**config.mk**
```make
export PLATFORM = sky130hd
export DESIGN_NAME = burst_addr_seq
export DESIGN_NICKNAME = d
export VERILOG_FILES = /design/src/rtl/burst_seq_pkg.sv /design/src/rtl/burst_cfg_reg.sv /design/src/rtl/burst_edge_det.sv /design/src/rtl/burst_seq_gen.sv /design/src/rtl/burst_addr_seq.sv
export SDC_FILE = /design/constraint.sdc
export NUM_CORES = 1
export LEC_CHECK = 0
export ABC_AREA = 1
export BUFFER_PORTS_ARGS = -buffer_cell sky130_fd_sc_hd__buf_2
export CAP_MARGIN = 25
export CORE_AREA = 3 3 118 120
export DETAILED_ROUTE_END_ITERATION = 8
export DIE_AREA = 0 0 121 123
export PLACE_DENSITY = 0.59
export SLEW_MARGIN = 20
export SYNTH_ARGS = -nofsm -noshare
export SYNTH_HDL_FRONTEND = slang
export SYNTH_SLANG_ARGS = --single-unit
```
**constraint.sdc**
```tcl
create_clock -name clk -period 3.7 [get_ports clk]
set_clock_uncertainty 0.05 [all_clocks]
set_input_delay 1.11 -clock clk [delete_from_list [all_inputs] [get_ports clk]]
set_output_delay 1.11 -clock clk [all_outputs]
set_load 0.02 [all_outputs]
```
**src/rtl/burst_seq_pkg.sv**
```systemverilog
// Package: shared configuration type, field positions and length codes
// for the burst address sequencer. Assumes a 16-bit register image.
package burst_seq_pkg;

    localparam int CFG_W     = 16;
    localparam int POS_NOWRP = 3;
    localparam int POS_EDGE  = 6;
    localparam int POS_SEQ   = 7;

    localparam logic [2:0] LEN_FOUR  = 3'b001;
    localparam logic [2:0] LEN_EIGHT = 3'b010;
    localparam logic [2:0] LEN_CONT  = 3'b111;

    localparam logic [CFG_W-1:0] CFG_RESET = 16'h00C1;

    typedef struct packed {
        logic       seq;       // 1 = sequential, 0 = interleaved
        logic       edge_rise; // 1 = rising burst-clock edge active
        logic       nowrap;    // 1 = run past the aligned block
        logic [2:0] len;       // burst length code
    } burst_cfg_t;

endpackage

```
**src/rtl/burst_cfg_reg.sv**
```systemverilog
// Configuration register: stores only the implemented fields, reads back
// zero elsewhere, and flags illegal length/order combinations.
// Assumes writes are single-cycle strobes in the clk domain.
module burst_cfg_reg
    import burst_seq_pkg::*;
(
    input  logic             clk,
    input  logic             rst_n,
    input  logic             we,
    input  logic [CFG_W-1:0] wdata,
    output logic [CFG_W-1:0] rdata,
    output burst_cfg_t       cfg,
    output logic             illegal
);

    burst_cfg_t cfg_q;

    // Capture implemented fields on a write; reset to the default image.
    always_ff @(posedge clk) begin
        if (!rst_n) begin
            cfg_q.seq       <= CFG_RESET[POS_SEQ];
            cfg_q.edge_rise <= CFG_RESET[POS_EDGE];
            cfg_q.nowrap    <= CFG_RESET[POS_NOWRP];
            cfg_q.len       <= CFG_RESET[2:0];
        end else if (we) begin
            cfg_q.seq       <= wdata[POS_SEQ];
            cfg_q.edge_rise <= wdata[POS_EDGE];
            cfg_q.nowrap    <= wdata[POS_NOWRP];
            cfg_q.len       <= wdata[2:0];
        end
    end

    // Assemble the read image with unimplemented bits tied to zero.
    always_comb begin
        rdata            = '0;
        rdata[2:0]       = cfg_q.len;
        rdata[POS_NOWRP] = cfg_q.nowrap;
        rdata[POS_EDGE]  = cfg_q.edge_rise;
        rdata[POS_SEQ]   = cfg_q.seq;
    end

    // Decide legality of the length code against the ordering.
    always_comb begin
        unique case (cfg_q.len)
            LEN_FOUR, LEN_EIGHT: illegal = 1'b0;
            LEN_CONT:            illegal = !cfg_q.seq;
            default:             illegal = 1'b1;
        endcase
    end

    assign cfg = cfg_q;

endmodule

```
**src/rtl/burst_edge_det.sv**
```systemverilog
// Burst-clock edge detector: brings the asynchronous burst clock into the
// system domain through two flops and emits a one-cycle tick on the
// configured edge. Assumes each bclk level lasts at least three clk cycles
// and that bclk is low while reset is applied.
module burst_edge_det (
    input  logic clk,
    input  logic rst_n,
    input  logic bclk,
    input  logic edge_rise,
    output logic tick
);

    logic sync1_q, sync2_q, prev_q;

    // Synchronise the burst clock and keep one delayed copy.
    always_ff @(posedge clk) begin
        if (!rst_n) begin
            sync1_q <= 1'b0;
            sync2_q <= 1'b0;
            prev_q  <= 1'b0;
        end else begin
            sync1_q <= bclk;
            sync2_q <= sync1_q;
            prev_q  <= sync2_q;
        end
    end

    // Pick the rising or falling transition as the active tick.
    always_comb begin
        tick = edge_rise ? (sync2_q & ~prev_q) : (~sync2_q & prev_q);
    end

    AST_TICK_ISOLATED: assert property (@(posedge clk) disable iff (!rst_n)
        tick |=> !tick);

endmodule

```
**src/rtl/burst_seq_gen.sv**
```systemverilog
// Address generator: latches the configuration at start, then on each
// active tick delivers the next beat address (wrap or linear order) or
// spends the tick on a boundary delay. Assumes start is a one-cycle pulse
// gated by legality and that ADDR_W is at least 4.
module burst_seq_gen
    import burst_seq_pkg::*;
#(
    parameter int ADDR_W = 19,
    parameter int BEAT_W = 4
) (
    input  logic              clk,
    input  logic              rst_n,
    input  logic              start_ok,
    input  logic [ADDR_W-1:0] start_addr,
    input  burst_cfg_t        cfg,
    input  logic              tick,
    output logic [ADDR_W-1:0] addr_o,
    output logic              valid_o,
    output logic              wait_o
);

    localparam int BLK_W = 3;

    logic              active_q, wrap_q, seq_q, len8_q, cont_q;
    logic              unaligned_q, first_q, stalled_q;
    logic [ADDR_W-1:0] base_q, cur_q, addr_q;
    logic [BEAT_W-1:0] beat_q;
    logic              valid_q, wait_q;

    logic [BLK_W-1:0]  lo_mask, lo_off;
    logic [ADDR_W-1:0] wrap_addr;
    logic [BEAT_W-1:0] last_beat;
    logic              need_stall;

    // Form the in-block offset for wrapping bursts of either ordering.
    always_comb begin
        lo_mask   = len8_q ? 3'b111 : 3'b011;
        if (seq_q) lo_off = (base_q[BLK_W-1:0] + beat_q[BLK_W-1:0]) & lo_mask;
        else       lo_off = (base_q[BLK_W-1:0] ^ beat_q[BLK_W-1:0]) & lo_mask;
        wrap_addr = {base_q[ADDR_W-1:BLK_W], (base_q[BLK_W-1:0] & ~lo_mask) | lo_off};
        last_beat = len8_q ? BEAT_W'(7) : BEAT_W'(3);
    end

    // Decide whether this tick must be spent crossing an 8-word boundary.
    always_comb begin
        need_stall = unaligned_q && !first_q && !stalled_q
                     && (cur_q[BLK_W-1:0] == '0);
    end

    // Burst state: load on start, advance or stall on each active tick.
    always_ff @(posedge clk) begin
        if (!rst_n) begin
            active_q    <= 1'b0;
            wrap_q      <= 1'b0;
            seq_q       <= 1'b0;
            len8_q      <= 1'b0;
            cont_q      <= 1'b0;
            unaligned_q <= 1'b0;
            first_q     <= 1'b0;
            stalled_q   <= 1'b0;
            base_q      <= '0;
            cur_q       <= '0;
            addr_q      <= '0;
            beat_q      <= '0;
            valid_q     <= 1'b0;
            wait_q      <= 1'b0;
        end else begin
            valid_q <= 1'b0;
            wait_q  <= 1'b0;
            if (start_ok) begin
                active_q    <= 1'b1;
                cont_q      <= (cfg.len == LEN_CONT);
                wrap_q      <= !cfg.nowrap && (cfg.len != LEN_CONT);
                seq_q       <= cfg.seq;
                len8_q      <= (cfg.len == LEN_EIGHT);
                unaligned_q <= (start_addr[BLK_W-1:0] != '0);
                first_q     <= 1'b1;
                stalled_q   <= 1'b0;
                base_q      <= start_addr;
                cur_q       <= start_addr;
                beat_q      <= '0;
            end else if (tick && active_q) begin
                if (wrap_q) begin
                    addr_q  <= wrap_addr;
                    valid_q <= 1'b1;
                    beat_q  <= beat_q + 1'b1;
                    if (beat_q == last_beat) active_q <= 1'b0;
                end else if (need_stall) begin
                    wait_q    <= 1'b1;
                    stalled_q <= 1'b1;
                end else begin
                    addr_q    <= cur_q;
                    valid_q   <= 1'b1;
                    cur_q     <= cur_q + 1'b1;
                    stalled_q <= 1'b0;
                    first_q   <= 1'b0;
                    if (!cont_q) begin
                        beat_q <= beat_q + 1'b1;
                        if (beat_q == last_beat) active_q <= 1'b0;
                    end
                end
            end
        end
    end

    assign addr_o  = addr_q;
    assign valid_o = valid_q;
    assign wait_o  = wait_q;

    AST_BEAT_OR_DELAY: assert property (@(posedge clk) disable iff (!rst_n)
        valid_q |-> !wait_q);
    AST_DELAY_HOLDS_ADDR: assert property (@(posedge clk) disable iff (!rst_n)
        wait_q |-> $stable(addr_q));
    AST_ALIGNED_NO_DELAY: assert property (@(posedge clk) disable iff (!rst_n)
        !unaligned_q |-> !wait_q);
    AST_WRAP_IN_BLOCK: assert property (@(posedge clk) disable iff (!rst_n)
        (valid_q && wrap_q) |-> (addr_q[ADDR_W-1:BLK_W] == base_q[ADDR_W-1:BLK_W]));
    AST_BEAT_NEEDS_TICK: assert property (@(posedge clk) disable iff (!rst_n)
        valid_q |-> $past(tick));

endmodule

```
**src/rtl/burst_addr_seq.sv**
```systemverilog
// Top: configuration register, burst-clock edge detector and address
// generator. Assumes a system clock at least six times the burst clock.
module burst_addr_seq
    import burst_seq_pkg::*;
#(
    parameter int ADDR_W = 19
) (
    input  logic              clk,
    input  logic              rst_n,
    input  logic              cfg_we,
    input  logic [15:0]       cfg_wdata,
    output logic [15:0]       cfg_rdata,
    output logic              cfg_illegal,
    input  logic              start,
    input  logic [ADDR_W-1:0] start_addr,
    input  logic              bclk,
    output logic [ADDR_W-1:0] addr,
    output logic              valid,
    output logic              wait_o
);

    burst_cfg_t cfg;
    logic       tick;
    logic       start_ok;

    burst_cfg_reg u_cfg (
        .clk     (clk),
        .rst_n   (rst_n),
        .we      (cfg_we),
        .wdata   (cfg_wdata),
        .rdata   (cfg_rdata),
        .cfg     (cfg),
        .illegal (cfg_illegal)
    );

    burst_edge_det u_edge (
        .clk       (clk),
        .rst_n     (rst_n),
        .bclk      (bclk),
        .edge_rise (cfg.edge_rise),
        .tick      (tick)
    );

    // Drop start requests while the configuration is illegal.
    always_comb begin
        start_ok = start && !cfg_illegal;
    end

    burst_seq_gen #(.ADDR_W(ADDR_W), .BEAT_W(4)) u_gen (
        .clk        (clk),
        .rst_n      (rst_n),
        .start_ok   (start_ok),
        .start_addr (start_addr),
        .cfg        (cfg),
        .tick       (tick),
        .addr_o     (addr),
        .valid_o    (valid),
        .wait_o     (wait_o)
    );

endmodule

```
==> metrics.txt <==
wire length on met2=4328 um; Final Max Slew Viols=0; TNS Setup=0 ps; cts hold-fix bufs=0; antenna cells=0; proportion of synthesized area in mux cells=0.002903; Post-Synth Simple-Gate Area=0.3106; CTS Buf Count=9; Post-DRT Antenna Nets=0; Flop pwr share=0.441; CTS Buffer Depth=2; Comb pwr share=0.131; multi-input logic area=between 0.0015 and 0.002 mm2; Routed WL=~10000 um; top_reg_cell synth=dfxtp_1; Layout area overhead=18.42%; unrepaired setup endpoints after global routing=false; count leader, synth=nand2_1; M1 wire length=around 5000 um; DPL Wire Length=7157 um; vias in the first global route=3,308; Die X-Extent=121 um; clock power share=0.428; CP Max Fanout=5; Pleak=about 0.002 uW; min Tclk post-route=around 2500 ps; Clk Latency, worst-skew pair=around 330 ps; top cells by count, synth=nand2_1, nor2_1, dfxtp_1; CTS tree=yes; Root Buffer=clkbuf_16; syn avg cell area=about 6.7 um2; Max Freq=roughly 400 MHz; clock-pin slew on the worst setup and hold paths=about 60 ps; Final Hold Viols=0; top layer in use=met4; residual DRC count=0; mapped cell area=roughly 0.0039 mm2; WHS Path Cells=2; Worst Reg-to-Reg Cells=9; vias per std cell=between 4 and 5; Gate Count Post-Synth=580; total clock sinks=80; initial antenna violation count=0; row count=42; Internal=1601 uW; Die Span Y=approximately 120 um; Max Cap Violations=0; R2R setup slack=about 1600 ps; CP endpoint kind=primary output; area share of fa/ha/maj cells after synthesis=0.02129; H-tree levels=3; Post-synth EDFFs=0; Net count, final=676; FILL cells=about 1,400; buffers added on ports=57; Hold Crit Start=u_edge.sync1_q$_SDFF_PN0_; DRT Pass-1 Iters=4; Register Area=about 0.0016 mm2; Place WS=about 1100 ps; Peak VDD IR=between 0.2 and 0.25 mV; switching power=566.9 uW; Hold Path Class=register to register; Arr. time, crit path=1310 ps; post-CTS resize count=0; Setup CP Type=register to primary output; GR Overflow Total=0; asr flop ratio synth=0; xor-xnor portion of the synthesized cell area=0.01129; Tcrit/Tclk final=0.6684; met3 WL=about 500 um; worst setup margin=roughly 1200 ps; power per cell area=about 470 mW/mm2; GRT Total Usage=0.1372; synth top area cells=dfxtp_1, nand2_1, nor2_1; Synth Register Bits=80; Synth Area in Compound Gates=0.1439; RR Endpoint=u_gen.cur_q[5]$_SDFFE_PN0P_; Required @ worst endpoint=~2500 ps; routed vias=approximately 3,600; cell taking the most area after synthesis=dfxtp_1; Core Area=around 0.013 mm2; actual slew at the worst max-slew pin=~700 ps; switching share of total power=0.2615; Die Area=~0.015 mm2; status=finished clean; Yosys Warn Count=0; Top Ports=78; largest family of logic cells by synthesized area=simple AND/OR/NAND/NOR gates; GP Congestion=approximately 0.79; CP Launch Type=register; first-pass GRT wire length=16,300 um; initial DRC count=273; Starting Density=0.2964; Seq/Total Area, Yosys=0.4129; Yosys top cell area share=0.4129; final setup vio count=0; largest net degree at the start of global routing=47; Yosys cell types=30; drt wl/cell=12.25 um; Slew Limit Headroom=0.5337; worst hold path endpoint=u_edge.sync2_q$_SDFF_PN0_; worst r2r src=u_cfg.cfg[0]$_SDFFE_PN1P_; layout cells sized above 1=0.1402; Setup Buffers After CTS=0
-- cell usage in the layout (no fill, tap or decap) --
master / instances
fa_1: 1
o21ai_0: 63
nand3b_1: 2
clkbuf_1: 1
dfxtp_1: 80
buf_2: 57
a21oi_1: 34
inv_2: 3
a21boi_2: 2
xor2_1: 5
buf_4: 7
o22ai_1: 2
ha_1: 5
bufinv_16: 1
a22o_1: 2
nand2_4: 1
mux2_2: 1
clkbuf_8: 4
clkinv_2: 1
nor2_1: 105
nand3_2: 1
a211oi_1: 1
nand2_2: 2
clkbuf_16: 9
nand3_1: 28
nand2_1: 152
inv_1: 43
conb_1: 10
o31ai_1: 1
nand4_1: 5
o21ai_1: 1
nor3_1: 4
clkinv_1: 1
-- power by group through the flow --
stage / sequential (uW) / clock, uW / combinational [uW]
detailed placement: 973 / 0 / 285
global placement: 972 / 0 / 283
finish: 955 / 928 / 284
floorplan: 971 / 0 / 206
global route: 961 / 992 / 327
CTS: 954 / 952 / 286
-- kinds of logic (layout without fill, tap and decap cells) --
kind of cell / after synthesis / in the layout
fa+ha+maj: 6 / 6
xor+xnor: 5 / 5
other cells: 1 / 10
buf+inv: 81 / 127
simple gates: 300 / 300
compound gates: 106 / 106
flops: 80 / 80
mux: 1 / 1
-- flip-flops by register name (all words and copies together), names as in the netlist, 4 cells and up --
signal	count
u_gen.cur_q	19
u_gen.beat_q	4
u_cfg.cfg	6
u_gen.base_q	19
u_gen.addr_o	19
-- critical path: stages (launching register included) --
cell	delay [ps]
dfxtp_1	400
inv_1	70
nand2_1	80
nand2_1	60
nand2_2	80
nand2_2	70
inv_1	60
buf_2	150
-- stage by stage --
step           hold WS (ps)  utilization  cells  power, uW  instance area, um2
2_1_floorplan         340.5            -    589       1177                3913
3_3_place_gp          342.0       0.3266    795       1256                4274
3_5_place_dp          350.8       0.3266    795       1258                4274
4_1_cts               364.7       0.3510    811       2193                4593
5_1_grt               394.4       0.3510    811       2280                4593
6_report              362.1       0.3510    811       2168                4593
-- area by class of cell --
| class | count | share of cell area |
|---|---|---|
| repair buffers | 64 | 0.07355 |
| multi-input cells | 428 | 0.4220 |
| clock inverters | 2 | 0.007627 |
| clock buffers | 14 | 0.06184 |
| inverters | 47 | 0.03841 |
| flip-flops and latches | 80 | 0.3487 |
| well taps | 176 | 0.04794 |
-- metal layers --
| metal | global-route usage | vias to the layer above |
|---|---|---|
| met5 | 0 | - |
| met4 | 0.06728 | 0 |
| met3 | 0.02287 | 16 |
| met2 | 0.2122 | 77 |
| met1 | 0.1858 | 1614 |
| li1 | - | 1923 |
-- worst max-delay path by stage --
stage / endpoint / cells after the start / from
after CTS: cfg_illegal / 7 / u_cfg.cfg[0]$_SDFFE_PN1P_
after global placement: u_gen.cur_q[5]$_SDFFE_PN0P_ / 5 / start
final: cfg_illegal / 7 / u_cfg.cfg[0]$_SDFFE_PN1P_
after global routing: cfg_illegal / 7 / u_cfg.cfg[0]$_SDFFE_PN1P_
after detailed placement: u_gen.cur_q[5]$_SDFFE_PN0P_ / 5 / start
after floorplan: cfg_illegal / 6 / u_cfg.cfg[0]$_SDFFE_PN1P_
Power figures use the tool's default switching activity.
